--- src/rtl/uart_brk_pkg.sv ---
package uart_brk_pkg;
    localparam int unsigned FRAME_BITS = 10;

    typedef enum logic [1:0] {
        ST_IDLE  = 2'd0,
        ST_SHIFT = 2'd1,
        ST_BREAK = 2'd2,
        ST_MARK  = 2'd3
    } tx_state_e;

    localparam logic [1:0] TXC_NONE    = 2'b00;
    localparam logic [1:0] TXC_ENABLE  = 2'b01;
    localparam logic [1:0] TXC_DISABLE = 2'b10;
    localparam logic [1:0] TXC_ILLEGAL = 2'b11;

    localparam logic [3:0] ACT_RESET   = 4'b0011;
    localparam logic [3:0] ACT_BRK_ON  = 4'b0110;
    localparam logic [3:0] ACT_BRK_OFF = 4'b0111;
endpackage

--- src/rtl/uart_brk_fifo.sv ---
module uart_brk_fifo #(
    parameter int unsigned DEPTH = 8,
    parameter int unsigned WIDTH = 8
) (
    input  logic             clk,
    input  logic             rst_n,
    input  logic             clr,
    input  logic             push,
    input  logic [WIDTH-1:0] push_data,
    input  logic             pop,
    output logic [WIDTH-1:0] head,
    output logic             empty,
    output logic             full
);
    localparam int unsigned AW = $clog2(DEPTH);
    localparam int unsigned CW = $clog2(DEPTH + 1);
    localparam logic [AW-1:0] PTR_LAST = AW'(DEPTH - 1);

    typedef struct packed {
        logic [AW-1:0] rd;
        logic [AW-1:0] wr;
        logic [CW-1:0] cnt;
    } ptr_t;

    ptr_t ptr_d, ptr_q;
    logic [WIDTH-1:0] mem_d [DEPTH];
    logic [WIDTH-1:0] mem_q [DEPTH];
    logic push_ok, pop_ok;

    assign empty = (ptr_q.cnt == '0);
    assign full  = (ptr_q.cnt == CW'(DEPTH));
    assign head  = mem_q[ptr_q.rd];
    assign push_ok = push && !full;
    assign pop_ok  = pop && !empty;

    always_comb begin
        ptr_d = ptr_q;
        mem_d = mem_q;
        if (push_ok) begin
            mem_d[ptr_q.wr] = push_data;
            ptr_d.wr = (ptr_q.wr == PTR_LAST) ? '0 : ptr_q.wr + 1'b1;
        end
        if (pop_ok) begin
            ptr_d.rd = (ptr_q.rd == PTR_LAST) ? '0 : ptr_q.rd + 1'b1;
        end
        case ({push_ok, pop_ok})
            2'b10:   ptr_d.cnt = ptr_q.cnt + 1'b1;
            2'b01:   ptr_d.cnt = ptr_q.cnt - 1'b1;
            default: ptr_d.cnt = ptr_q.cnt;
        endcase
        if (clr) begin
            ptr_d = '0;
        end
    end

    always_ff @(posedge clk or negedge rst_n) begin
        if (!rst_n) begin
            ptr_q <= '0;
        end else begin
            ptr_q <= ptr_d;
        end
    end

    always_ff @(posedge clk) begin
        mem_q <= mem_d;
    end
endmodule

--- src/rtl/uart_brk_cmd.sv ---
module uart_brk_cmd
    import uart_brk_pkg::*;
(
    input  logic       cmd_valid,
    input  logic [1:0] cmd_tx,
    input  logic [3:0] cmd_misc,
    output logic       do_enable,
    output logic       do_disable,
    output logic       do_reset,
    output logic       do_brk_on,
    output logic       do_brk_off
);
    logic legal;
    logic take;

    assign legal = (cmd_tx != TXC_ILLEGAL) &&
                   !((cmd_tx == TXC_ENABLE) && (cmd_misc == ACT_RESET));
    assign take  = cmd_valid && legal;

    assign do_enable  = take && (cmd_tx == TXC_ENABLE);
    assign do_disable = take && (cmd_tx == TXC_DISABLE);
    assign do_reset   = take && (cmd_misc == ACT_RESET);
    assign do_brk_on  = take && (cmd_misc == ACT_BRK_ON);
    assign do_brk_off = take && (cmd_misc == ACT_BRK_OFF);
endmodule

--- src/rtl/uart_brk_tx.sv ---
module uart_brk_tx
    import uart_brk_pkg::*;
#(
    parameter int unsigned TICKS_PER_BIT = 16,
    parameter int unsigned FIFO_DEPTH    = 8
) (
    input  logic       clk,
    input  logic       rst_n,
    input  logic       baud_tick,
    input  logic       wr_en,
    input  logic [7:0] wr_data,
    input  logic       cmd_valid,
    input  logic [1:0] cmd_tx,
    input  logic [3:0] cmd_misc,
    output logic       txd,
    output logic       fifo_empty,
    output logic       tx_empty,
    output logic       overrun
);
    localparam int unsigned TW = $clog2(TICKS_PER_BIT);
    localparam int unsigned BW = $clog2(FRAME_BITS);
    localparam logic [TW-1:0] TICK_LAST = TW'(TICKS_PER_BIT - 1);
    localparam logic [BW-1:0] BIT_LAST  = BW'(FRAME_BITS - 1);

    typedef struct packed {
        tx_state_e             st;
        logic                  en;
        logic                  pend;
        logic [FRAME_BITS-1:0] sh;
        logic [BW-1:0]         bitn;
        logic [TW-1:0]         tick;
        logic                  ovr;
    } regs_t;

    localparam regs_t REGS_RST = '{st: ST_IDLE, en: 1'b0, pend: 1'b0, sh: '1,
                                   bitn: '0, tick: '0, ovr: 1'b0};

    regs_t d, q;

    logic c_en, c_dis, c_rst, c_brk_on, c_brk_off;
    logic f_empty, f_full, f_pop, f_push;
    logic [7:0] f_head;
    logic bit_end;

    uart_brk_cmd u_cmd (
        .cmd_valid  (cmd_valid),
        .cmd_tx     (cmd_tx),
        .cmd_misc   (cmd_misc),
        .do_enable  (c_en),
        .do_disable (c_dis),
        .do_reset   (c_rst),
        .do_brk_on  (c_brk_on),
        .do_brk_off (c_brk_off)
    );

    assign f_push = wr_en && !c_rst;

    uart_brk_fifo #(
        .DEPTH (FIFO_DEPTH),
        .WIDTH (8)
    ) u_fifo (
        .clk       (clk),
        .rst_n     (rst_n),
        .clr       (c_rst),
        .push      (f_push),
        .push_data (wr_data),
        .pop       (f_pop),
        .head      (f_head),
        .empty     (f_empty),
        .full      (f_full)
    );

    assign bit_end = baud_tick && (q.tick == TICK_LAST);

    always_comb begin
        d     = q;
        d.ovr = 1'b0;
        f_pop = 1'b0;

        if (baud_tick) begin
            d.tick = bit_end ? '0 : q.tick + 1'b1;
        end
        if (c_en) begin
            d.en = 1'b1;
        end
        if (c_dis) begin
            d.en = 1'b0;
        end
        if (c_brk_on && q.en && (q.st != ST_BREAK)) begin
            d.pend = 1'b1;
        end

        unique case (q.st)
            ST_IDLE: begin
                d.tick = '0;
                if (q.en && !f_empty) begin
                    d.st   = ST_SHIFT;
                    d.sh   = {1'b1, f_head, 1'b0};
                    d.bitn = '0;
                    f_pop  = 1'b1;
                end else if (q.pend && f_empty && !c_brk_off) begin
                    d.st   = ST_BREAK;
                    d.pend = 1'b0;
                end
            end
            ST_SHIFT: begin
                if (bit_end) begin
                    d.sh = {1'b1, q.sh[FRAME_BITS-1:1]};
                    if (q.bitn == BIT_LAST) begin
                        d.st = ST_IDLE;
                    end else begin
                        d.bitn = q.bitn + 1'b1;
                    end
                end
            end
            ST_BREAK: begin
                d.tick = '0;
                if (c_brk_off) begin
                    d.st = ST_MARK;
                end
            end
            ST_MARK: begin
                if (bit_end) begin
                    d.st = ST_IDLE;
                end
            end
        endcase

        if (c_brk_off) begin
            d.pend = 1'b0;
        end
        if (wr_en && f_full) begin
            d.ovr = 1'b1;
        end
        if (c_rst) begin
            d     = REGS_RST;
            f_pop = 1'b0;
        end
    end

    always_ff @(posedge clk or negedge rst_n) begin
        if (!rst_n) begin
            q <= REGS_RST;
        end else begin
            q <= d;
        end
    end

    assign txd        = (q.st == ST_SHIFT) ? q.sh[0] : (q.st != ST_BREAK);
    assign fifo_empty = f_empty;
    assign tx_empty   = (q.st == ST_IDLE) && f_empty;
    assign overrun    = q.ovr;
endmodule

--- config.mk ---
export PLATFORM = sky130hd
export DESIGN_NAME = uart_brk_tx
export DESIGN_NICKNAME = d
export VERILOG_FILES = /design/src/rtl/uart_brk_pkg.sv /design/src/rtl/uart_brk_fifo.sv /design/src/rtl/uart_brk_cmd.sv /design/src/rtl/uart_brk_tx.sv
export SDC_FILE = /design/constraint.sdc
export NUM_CORES = 1
export LEC_CHECK = 0
export BUFFER_PORTS_ARGS = -buffer_cell sky130_fd_sc_hd__buf_2
export CORE_MARGIN = 10
export CORE_UTILIZATION = 52
export CTS_CLUSTER_DIAMETER = 30
export DETAILED_ROUTE_END_ITERATION = 6
export PLACE_DENSITY = 0.7
export SLEW_MARGIN = 0
export SYNTH_ARGS = -nofsm -noshare
export SYNTH_HDL_FRONTEND = slang
export SYNTH_SLANG_ARGS = --single-unit
--- constraint.sdc ---
create_clock -name clk -period 5 [get_ports clk]
set_input_delay 1 -clock clk [delete_from_list [all_inputs] [get_ports clk]]
set_output_delay 1 -clock clk [all_outputs]
set_load 0.03 [all_outputs]
# After elaboration in Yosys (flattened, before gate mapping)
# Cells that the tools add are included.
[op_classes]
n_addsub = 6
order_cmp = 3
n_eq_ne = 24
muxes = 39
bitwise_logic = 2
n_reduce_logical = 37
[ops]
columns = ["cell", "n"]
rows = [
  ["64-bit bitwise mux", 1],
  ["14-bit 2-to-1 mux", 2],
  ["14-bit case mux with 2 select lines", 1],
  ["8-bit binary-select mux with 3-bit select", 1],
  ["8-bit demux with 3-bit select", 1],
  ["8-bit 2-to-1 mux", 3],
  ["23-bit 2-to-1 mux", 1],
  ["1-bit logical AND", 20],
  ["3-bit inequality test, second input constant", 6],
  ["4-bit 2-to-1 mux", 4],
  ["4-bit by 1-bit adder with 4-bit output, second input constant", 3],
  ["4-bit == test, second input constant", 3],
  ["1-bit 2-to-1 mux", 12],
  ["2-bit 2-to-1 mux", 6],
  ["3-bit 2-to-1 mux", 4],
  ["3-bit nonzero test", 4],
  ["10-bit 2-to-1 mux", 1],
  ["2-bit == test, second input constant", 4],
  ["4-bit by 3-bit == test with 1-bit output, second input constant", 2],
  ["4-bit greater-or-equal comparator, second input constant", 2],
  ["3-bit inverter with 4-bit output", 2],
  ["2-bit case mux with 4 select lines", 1],
  ["4-bit case mux with 2 select lines", 1],
  ["3-bit by 1-bit adder with 3-bit output, second input constant", 2],
  ["15 further kinds", 24],
]
[word_totals]
reg_bits = 97
inputBits = 19
out_inout_bits = 4
wordCells = 129

# Longest topological paths before layout
[logic_depth]
depth_word = 14
ltp_mapped = 10
ltp_nobuf = 9

# By module
# From an unflattened synthesis, not the netlist that was laid out.
[hier_totals]
hier_cells = 302
area_unflattened_um2 = 4516.8
[modules_own_cells]
columns = ["module", "instances", "cells_per_inst", "area_each_um2", "seq_area_each_um2"]
rows = [
  ["uart_brk_fifo", 1, 173, 3165.5, 2172.1],
  ["uart_brk_tx", 1, 121, 1286.2, 561.8],
  ["uart_brk_cmd", 1, 8, 65.1, 0.0],
]

# Worst setup path after synthesis
# OpenSTA, ideal clock, no wires.
[synth_timing]
path_type = "input -> register"
start = "input cmd_misc[2]"
end = "register u_fifo.ptr_q[3] (netlist bit)"
setup_time_ns = 0.134
arrival_time_ns = 2.991
t_required_ns = 4.866
slack_ns = 1.874
cell_stages = 10
n_path_buf = 1
path_cell_list = "nand4bb_1 -> nor2_1 -> clkbuf_1 -> nor3_1 -> ha_1 -> a21o_2 -> a21oi_1 -> and3_2 -> o21ai_0 -> nor3b_2"
[synth_via]
elab_chain_len = 12
elab_cells_between_ends = 16
classes_between = "3 x eq/ne; 3 x mux; 10 x reduce/logical"
[synth_rtl]
columns = ["item", "line_no", "text"]
rows = [
  ["from (decl)", "uart_brk_tx.sv:14", "input logic [3:0] cmd_misc,"],
  ["4-bit by 2-bit == test with 1-bit output (*)", "uart_brk_cmd.sv:17, uart_brk_cmd.sv:22", ""],
  ["1-bit logical AND", "uart_brk_cmd.sv:17", "!((cmd_tx == TXC_ENABLE) && (cmd_misc == ACT_RESET));"],
  ["1-bit zero test", "uart_brk_cmd.sv:17", ""],
  ["1-bit logical AND", "uart_brk_cmd.sv:16", "assign legal = (cmd_tx != TXC_ILLEGAL) &&"],
  ["1-bit logical AND", "uart_brk_cmd.sv:18", "assign take = cmd_valid && legal;"],
  ["1-bit logical AND (*)", "uart_brk_cmd.sv:22", "assign do_reset = take && (cmd_misc == ACT_RESET);"],
  ["1-bit zero test", "uart_brk_tx.sv:56", "assign f_push = wr_en && !c_rst;"],
  ["1-bit logical AND", "uart_brk_tx.sv:56", ""],
  ["1-bit logical AND", "uart_brk_fifo.sv:33", "assign push_ok = push && !full;"],
  ["2-bit by 1-bit == test with 1-bit output / 2-bit == test (equally long branches)", "uart_brk_fifo.sv:46", "case ({push_ok, pop_ok})"],
  ["4-bit case mux with 2 select lines", "uart_brk_fifo.sv:46", ""],
  ["10-bit 2-to-1 mux", "uart_brk_fifo.sv:51", "if (clr) begin"],
  ["to (signal assigned)", "uart_brk_fifo.sv:60", "ptr_q <= ptr_d;"],
  ["to (decl)", "uart_brk_fifo.sv:25", "ptr_t ptr_d, ptr_q;"],
]
# Mark *: on every way between the ends. The rest lies on a longest branch, timed or not.
# A chain may end at the register's enable or synchronous reset.

# Worst setup path after layout
# Ends and elaborated chain as after synthesis.

==> flow_summary.json <==
{
  "synth-main-ff-cell": "edfxtp_1",
  "p_switching_w": 0.000825,
  "hold_path.class": "reg -> reg",
  "synth_nets": 324,
  "internal_power_w": 0.00169,
  "antenna_found_initial": 0,
  "clock_latency_ns": 0.36,
  "clock_sinks": 96,
  "area_delta_synth_final_pct": 11.0,
  "wl_per_cell_um": 18.5,
  "slew_headroom": 0.294,
  "grtUsageMet3": 0.0270,
  "dieArea_um2": 12200,
  "multi_input_area_um2": 1460,
  "rsz0062_at_grt": "no",
  "dr_total_vias": 2474,
  "clk_pin_slew_worst_paths_ns": 0.10,
  "fin_worst_skew_ns": 0.00987,
  "min_period_ns": 2.93,
  "setup_slack_ns": 2.07,
  "fp.dieH_um": 111,
  "ff_latch_area_um2": 2730,
  "cts_htree_levels": 3,
  "syn_inst": 295,
  "cts_hold_buf": 0,
  "dpl.hpwl_um": 5380,
  "yosys.area.top_type": "edfxtp_1",
  "fillers": 623,
  "met2_usage": 0.214,
  "power_frac_seq": 0.497,
  "async_flop_share": 0.333,
  "grt_usage": 0.130,
  "final_antenna_net_count": 0,
  "overflow": 0,
  "start_util": 0.544,
  "worst_ir_drop_vdd_v": 0.000294,
  "gp_congestion": 0.814,
  "crit_path_end_kind": "flip-flop",
  "cts_resized": 0,
  "yosysUniqueCellTypes": 48,
  "synth.top_cells.by_area": "edfxtp_1 45%, dfrtp_1 13%, mux4_2 8.4%",
  "core_area_um2": 7850,
  "nets": 353,
  "slew_viol_final": 0,
  "crit_path_max_incr_delay_ns": 0.35,
  "status": "complete, no violations",
  "power_frac_comb": 0.276,
  "netlist_area_um2": 4270,
  "grt_pass1_vias": 2544,
  "fmax_mhz": 341,
  "drc_errors": 0,
  "path_cells": "buf_2 -> nand4bb_1 -> o211a_2 -> nor3_1 -> ha_1 -> a21o_2 -> a21oi_1 -> and3_2 -> o21ai_0 -> nor3b_2",
  "yosysMostFrequentCell": "edfxtp_1",
  "crit_slowest_cell": "o211a_2",
  "setup_viol": 0,
  "pin_count": 23,
  "synth_warnings": 0,
  "worstMarginPinSlew_ns": 1.06,
  "diodes": 0,
  "cts-root-buf": "clkbuf_8",
  "clk_path_buf_depth": 2,
  "firstDrtPassIters": 4,
  "crit_type": "in -> reg",
  "synthTopCellsByCount": "64 x edfxtp_1, 29 x nand2_1, 24 x a21oi_1, 23 x dfrtp_1, 16 x mux4_2",
  "power-per-cell-area_nw_per_um2": 531,
  "cp_max_fo": 7,
  "whs_ns": 0.543,
  "grt.met1_usage": 0.165,
  "pwr-share-clk": 0.226,
  "period_share": 0.586,
  "row_count": 32,
  "grt_max_degree": 33,
  "hold_violations": 0,
  "cp-start-kind": "primary input",
  "grt_busiest_layer": "met2",
  "drtIter0Drc": 82,
  "ys_seq_area_frac": 0.641,
  "netSwitchingFraction": 0.328,
  "synth_edf_count": 64,
  "synth_top_area_frac": 0.451,
  "die_w_um": 111,
  "cts_tree": "done",
  "grt_pass1_wl_um": 13000,
  "vias_per_cell": 5.74,
  "syn_area_per_cell_um2": 14.5,
  "arrival_ns": 3.18,
  "cp.required_ns": 5.25,
  "maxCapViolations": 0,
  "routed_wl_um": 7990,
  "portBuffers": 22,
  "numCtsBuffers": 9,
  "cts_setup_buffers": 0,
  "place_ws_ns": 1.67,
  "leakage_nw": 1.74,
  "timing.setup.tns_ns": 0,
  "synth_seq_cells": 96,
  "drive_above_1_share": 0.264
}
path summary, 6_finish.rpt:
| kind | slack [ns] | to | from | cells past startpoint |
|---|---|---|---|---|
| setup / recovery | 2.07 | u_fifo.ptr_q[3] | cmd_misc[2] | 10 |
| hold / removal | 0.54 | q[13] | q[13] | 2 |
| setup reg to reg | 2.10 | u_fifo.ptr_q[3] | q[21] | 9 |
| hold reg to reg | 0.54 | q[13] | q[13] | 2 |
| max in group asynchronous | 3.86 | q[22] | rst_n | 1 |
| min in group asynchronous | 0.68 | u_fifo.ptr_q[8] | rst_n | 1 |
kinds of logic (layout without fill, tap and decap cells):
logic type                 count (synthesis)  count (layout)  synth area share
DFF                                       96              96             0.641
and+or+nand+nor                           87              87             0.113
AOI/OAI and AO/OA                         57              57            0.0760
muxes                                     26              26             0.108
buffers and inverters                     15              49            0.0205
adders and majority gates                 10              10            0.0311
xor gates and xnor gates                   4               4           0.00998
critical path: cells and delay by family:
family / cells / cell delay [ns]
fa+ha+maj: 1 / 0.31
simple gates: 4 / 0.94
compound gates: 4 / 0.81
buf+inv: 1 / 0.11
per-layer routing:
metal	wire [um]	up-vias
li1	-	1185
met1	3770	1235
met2	3870	42
met3	252	12
met4	108	0
met5	0	-
placed cells by master, fill, tap and decap left out, types with 2 or more instances in the layout:
master and count:
a21oi_1 24, a22oi_1 2, buf_2 22, buf_4 8, bufinv_16 2, clkbuf_8 9, dfrtp_1 23, dfstp_2 9
edfxtp_1 64, ha_1 9, inv_1 2, inv_6 2, mux2i_1 9, mux4_2 16, nand2_1 29, nand2b_1 5
nand3_1 2, nand3b_1 4, nand4_1 2, nand4b_1 2, nor2_1 15, nor2_4 2, nor3_1 10, nor3b_1 2
nor4b_2 2, o21ai_0 14, o21ai_1 6, o22ai_1 3, o31ai_1 3, xor2_1 3
state kept, by name (all words and copies together) (netlist names):
register and flops:
overrun 1, u_fifo.mem_q 64, u_fifo.ptr_q 10, q 21
power by group through the flow:
stage / clock [W] / sequential (W) / combinational (W)
floorplan: 0 / 0.00115 / 0.000614
global placement: 0 / 0.00126 / 0.000680
detailed placement: 0 / 0.00127 / 0.000705
CTS: 0.000578 / 0.00125 / 0.000707
global route: 0.000609 / 0.00128 / 0.000784
finish: 0.000570 / 0.00125 / 0.000695
area by class of cell:
class                   instances  share of cell area
flip-flops and latches         96               0.577
multi-input cells             184               0.309
repair buffers                 30              0.0359
well taps                     102              0.0269
clock buffers                   9              0.0262
clock inverters                 7              0.0214
inverters                       3             0.00343
through the flow:
stage | utilization | instances | instance area [um2] | total power [W]
CTS | 0.603 | 431 | 4740 | 0.00254
global placement | 0.575 | 415 | 4510 | 0.00194
floorplan | - | 295 | 4270 | 0.00177
detailed placement | 0.575 | 415 | 4510 | 0.00198
finish | 0.603 | 431 | 4740 | 0.00252
global route | 0.603 | 431 | 4740 | 0.00268
No activity file was read; power rests on OpenSTA's default activity.
